File: src/rtl/spi_evt_irq.sv
module spi_evt_irq #(
  parameter int NCH = 4,
  parameter int NCS = 4,
  parameter int DW  = 32
) (
  input  logic                   clk,
  input  logic                   rst_n,
  input  logic [NCH-1:0]         ch_en,
  input  logic [NCH-1:0]         tx_load,
  input  logic [NCH-1:0]         tx_slot_miss,
  input  logic [NCH-1:0]         tx_empty_ev,
  input  logic [NCH-1:0]         rx_full_ev,
  input  logic                   rx_ovf_ev,
  input  logic                   slave_mode,
  input  logic                   eow_ev,
  input  logic [NCS-1:0]         cs_act,
  input  logic [$clog2(NCS)-1:0] cs_sel,
  input  logic                   reg_wr,
  input  logic [1:0]             reg_addr,
  input  logic [DW-1:0]          reg_wdata,
  output logic [DW-1:0]          reg_rdata,
  output logic                   irq,
  output logic                   wake
);
  localparam int SW  = 4*NCH + 2;
  localparam int EOW = 4*NCH;
  localparam int WKB = 4*NCH + 1;

  logic [SW-1:0]  sts, ena, setv, vmask, clr;
  logic [1:0]     wcfg;
  logic [NCH-1:0] en_q, armed;

  for (genvar i = 0; i < NCH; i++) begin : g_ch
    assign setv[4*i]    = ch_en[i] & (~en_q[i] | tx_empty_ev[i]);
    assign setv[4*i+1]  = ch_en[i] & armed[i] & tx_slot_miss[i];
    assign setv[4*i+2]  = ch_en[i] & rx_full_ev[i];
    assign vmask[4*i+2 -: 3] = 3'b111;
    if (i == 0) begin : g_ovf
      assign setv[3]  = ch_en[0] & slave_mode & rx_ovf_ev;
      assign vmask[3] = 1'b1;
    end else begin : g_rsv
      assign setv[4*i+3]  = 1'b0;
      assign vmask[4*i+3] = 1'b0;
    end
  end

  assign setv[EOW]  = eow_ev;
  assign setv[WKB]  = slave_mode & cs_act[cs_sel];
  assign vmask[EOW] = 1'b1;
  assign vmask[WKB] = 1'b1;

  assign clr = (reg_wr && reg_addr == 2'd0) ? reg_wdata[SW-1:0] : '0;

  always_ff @(posedge clk) begin
    if (!rst_n) begin
      sts   <= '0;
      ena   <= '0;
      wcfg  <= '0;
      en_q  <= '0;
      armed <= '0;
      irq   <= 1'b0;
      wake  <= 1'b0;
    end else begin
      sts  <= ((sts & ~clr) | setv) & vmask;
      en_q <= ch_en;
      for (int i = 0; i < NCH; i++)
        armed[i] <= ch_en[i] & (armed[i] | tx_load[i]);
      if (reg_wr && reg_addr == 2'd1) ena  <= reg_wdata[SW-1:0] & vmask;
      if (reg_wr && reg_addr == 2'd2) wcfg <= reg_wdata[1:0];
      irq  <= |(sts & ena);
      wake <= sts[WKB] & (wcfg == 2'b11);
    end
  end

  always_comb begin
    reg_rdata = '0;
    case (reg_addr)
      2'd0:    reg_rdata[SW-1:0] = sts;
      2'd1:    reg_rdata[SW-1:0] = ena;
      2'd2:    reg_rdata[1:0]    = wcfg;
      default: reg_rdata = '0;
    endcase
  end
endmodule

File: config.mk
export PLATFORM = sky130hd
export DESIGN_NAME = spi_evt_irq
export DESIGN_NICKNAME = d
export VERILOG_FILES = /design/src/rtl/spi_evt_irq.sv
export SDC_FILE = /design/constraint.sdc
export NUM_CORES = 1
export LEC_CHECK = 0
export BUFFER_PORTS_ARGS = -buffer_cell sky130_fd_sc_hd__clkbuf_2
export CORE_MARGIN = 4
export CORE_UTILIZATION = 30
export CTS_BUF_LIST = sky130_fd_sc_hd__clkbuf_4 sky130_fd_sc_hd__clkbuf_8
export CTS_CLUSTER_SIZE = 10
export DETAILED_ROUTE_END_ITERATION = 10
export GPL_TIMING_DRIVEN = 0
export SYNTH_ARGS = -nofsm -noshare
export SYNTH_HDL_FRONTEND = slang
export SYNTH_SLANG_ARGS = --single-unit
File: constraint.sdc
create_clock -name clk -period 2.9 [get_ports clk]
set_input_delay 0.435 -clock clk [delete_from_list [all_inputs] [get_ports clk]]
set_output_delay 0.435 -clock clk [all_outputs]
set_load 0.02 [all_outputs]
Word level (Yosys, flattened, before mapping)
Index checks and enable logic that the tools add are counted.
- mux-type cells: 5
- eq/ne operators: 3
- bitwise logic cells: 40
- reductions and logical operators: 5
- order comparisons: 1
- operators with widths (cell ; number):
    $and A18 B18 Y18 ; 2
    $pmux W16 S2 ; 1
    $and A1 B1 Y1 ; 24
    $mux W18 ; 1
    $not A18 Y18 ; 1
    $or A18 B18 Y18 ; 1
    $reduce_or A18 Y1 ; 1
    $or A1 B1 Y1 ; 8
    $pmux W2 S3 ; 1
    $eq A2 B2 Y1 const B ; 2
    $not A1 Y1 ; 4
    $logic_and A1 B1 Y1 ; 3
    $lt A2 B3 Y1 const B ; 1
    $bmux W1 S2 ; 1
    $eq A2 B1 Y1 const B ; 1
    $logic_not A2 Y1 ; 1
    $mux W1 ; 1
- word-level logic and storage cells: 62
- output and inout port bits: 34
- register bits: 45

Depth between registers and ports, before layout
- depth in word-level cells: 6
- depth in mapped cells: 6
- depth with buffers taken out: 3

Least setup slack after synthesis
No wires, ideal clock.
- path kind: input-to-output
- from: input port reg_addr[0]
- to: output port reg_rdata[10]
- data required time: 2465 ps
- arrival time: 1242 ps
- stages: 4
- path slack: 1223 ps
- path through: buf_4 > buf_2 > mux2i_1 > nor2_1
- word-level cells in the longest chain between the ends: 2
- ends and longest elaborated chain (item ; RTL line ; text):
    start, declared ; 19 ; input logic [1:0] reg_addr,
    $eq A2 B1 Y1 or $logic_not A2 Y1 (tied branches) ; 77 ; case (reg_addr)
    $pmux W16 S2 (*) ; 77 ;
    end, declared ; 21 ; output logic [DW-1:0] reg_rdata,
Mark *: on every way between the ends. The rest lies on a longest branch, timed or not.

Worst setup path in the final report
- from: input port reg_addr[0]
- to: output port reg_rdata[4]
The elaborated chain is that of the path after synthesis.

==> summary.md <==
| Metric | Value |
|---|---|
| Residual DRC | 0 |
| RSZ-0062 raised after global routing | no |
| Post-Synthesis Cells | 243 |
| TritonCTS clock tree | yes |
| Clock network power share | 34.8% |
| Leak | 1.27 nW |
| Root Driver | clkbuf_8 |
| Commonest non-fill, non-tap cells in the layout | clkbuf_2, dfxtp_1, nand2_1 |
| FF+latch count, synth | 42 |
| Layout area overhead | 29.2% |
| Initial Utilization | 30.8% |
| Latest clock arrival within the worst-skew pair | 0.30 ns |
| Crit Path Class | in2out |
| Run status | complete, no violations |
| Asr flop ratio synth | 0% |
| Die Y | 91.5 microns |
| Hold Violations, Final | 0 |
| CP endpoint kind | output pin |
| Share of Yosys cell area claimed by the top area cell type | 40.2% |
| # port buffers | 64 |
| Ys Warns | 0 |
| Cell Rows | 30 |
| Layout Nets | 396 |
| Seq pwr share | 49.5% |
| Max-Cap Viols | 0 |
| Cts bufs inserted | 5 |
| Comb pwr share | 15.7% |
| DP Worst Slack | 0.934 ns |
| GPL Wtd Cong | 0.781 |
| Clk buf depth | 2 |
| Type of origin of the critical path | primary input |
| First-pass GRT wire length | 8.79 mm |
| Max transition margin | 63.3% |
| Crit path max fanout | 10 |
| Fin crit share | 67.7% |
| PwrDens | 466 nW/um^2 |
| Vias in the first global route | 1856 |
| Post-CTS Resized | 0 |
| Number of I/O pins | 100 |
| Final worst-path setup slack | 0.936 ns |
| TNS Setup | 0 ns |
| Most common library cell in the layout ignoring fill and taps | clkbuf_2 |
| GRT Residual Overflow | 0 |
| HP Class | in2reg |
| Switching power total | 324 uW |
| Peak VDD IR | 184 uV |
| Share of cells above drive strength 1 | 32.9% |
| # diodes | 0 |
| Detailed Place HPWL | 4.24 mm |
| DIE WIDTH | 91.5 microns |
| Filler cells | 711 |
| Average size of a mapped cell | 8.60 sq um |
| TritonRoute pass-1 iters | 4 |
| Cell taking the most area after synthesis | dfxtp_1 |
| Core area | 6790 sq um |
| Cell variety after synth | 26 |
| DR iter-0 viols | 83 |
| Avg WL per Cell | 12.5 microns |
| Max Slew Vio Count | 0 |
| Data arrival, critical path | 1.53 ns |
| Total Routed Length | 5.35 mm |
| Worst-Margin Slew | 0.550 ns |
| Top cells by area, synth | dfxtp_1, mux2i_1, nand2_1 |
| CTS clock-pin slew for the worst setup and hold paths | 0.08 ns |
| Die area | 8360 sq um |
| FMAX | 0.509 GHz |
| Critical Path RT | 2.47 ns |
| Vias per cell | 4.28 |
| Tmin final | 1.96 ns |
| Antenna violations before repair | 0 |
| Cts hold-fix bufs | 0 |
| Synthesized area | 2090 sq um |
| P_int | 935 uW |
| Number of flops mapped to enable cells by yosys | 0 |
| Switching portion of total power | 25.8% |
| Post-CTS setup buffer count | 0 |
| DR vias | 1826 |
| Most used DFF post-synth | dfxtp_1 |
| Sequential share of the synthesized area | 40.2% |
| # setup viols final | 0 |
| Setup Skew | 0.00676 ns |
| Total GRT Usage | 13.3% |
| Largest net degree at the start of global routing | 13 |
| Post-DRT Antenna Nets | 0 |
| Clock Sinks | 42 |
| CTS H-tree depth | 2 |
==> synthesized netlist by cell type (all sizes together), types with 5 or more instances <==
cell type and number:
a21boi 31, a22oi 6, buf 24, clkbuf 5
dfxtp 42, inv 19, mux2i 15, nand2 39
nand3 8, nor2 13, o21a 7, o21ai 20
==> worst max-delay path: stages <==
cell,delay [ns]
clkbuf_2,0.09
buf_4,0.18
buf_2,0.33
mux2i_1,0.24
nor2_1,0.07
clkbuf_2,0.18
==> path summary, 6_finish.rpt <==
path          startpoint      endpoint  slack (ns)  cells past startpoint
min           tx_load[1]      armed[1]        0.33                      2
max          reg_addr[0]  reg_rdata[4]        0.94                      6
max reg2reg       sts[3]           irq        1.77                      3
min reg2reg     armed[2]      armed[2]        0.47                      1
==> cell type report <==
class / count / area (sq um) / share of cell area [%]
multi-input combinational: 169 / 1030 / 38.2
timing repair buffer: 64 / 320 / 11.9
buffer: 29 / 205 / 7.60
clock buffer: 8 / 110 / 4.08
inverter: 19 / 71.3 / 2.64
sequential: 42 / 841 / 31.1
tap: 96 / 120 / 4.45
==> kinds of logic (layout without fill, tap and decap cells) <==
group	Yosys count	count (layout)	synth area share [%]
and+or+nand+nor	71	71	15.2
AOI/OAI and AO/OA	65	65	22.9
buffers and inverters	48	120	13.2
DFF	42	42	40.2
muxes	16	16	8.26
other	1	17	0.179
==> layer usage <==
layer  GRT usage (%)  vias up  share of wire (%)
li1                -      950                  -
met1            16.6      811                 45
met2            21.4       56                 46
met3            4.47        9                6.9
met4            4.27        0                1.7
met5               0        -                  0
==> through the flow <==
stage	area, sq um	instances	total power, mW	hold WS [ns]	util [%]
floorplan	2150	259	0.763	0.441	-
global placement	2590	419	0.833	0.446	38.1
detailed placement	2590	419	0.836	0.458	38.1
CTS	2700	427	1.27	0.329	39.7
global route	2700	427	1.32	0.335	39.7
finish	2700	427	1.26	0.332	39.7
==> power groups by stage <==
stage                     Clock (mW)  Combinational, mW  Sequential, mW
after global placement             0              0.197           0.635
after CTS                      0.445              0.200           0.622
after floorplan                    0              0.131           0.632
after global routing           0.476              0.221           0.627
after detailed placement           0              0.199           0.636
final                          0.438              0.198           0.623
==> registers in the layout (all words and copies together), names as in the netlist <==
name,cells
wcfg,2
sts,15
ena,15
en_q,4
armed,4
irq,1
wake,1
Power figures use the tool's default switching activity.
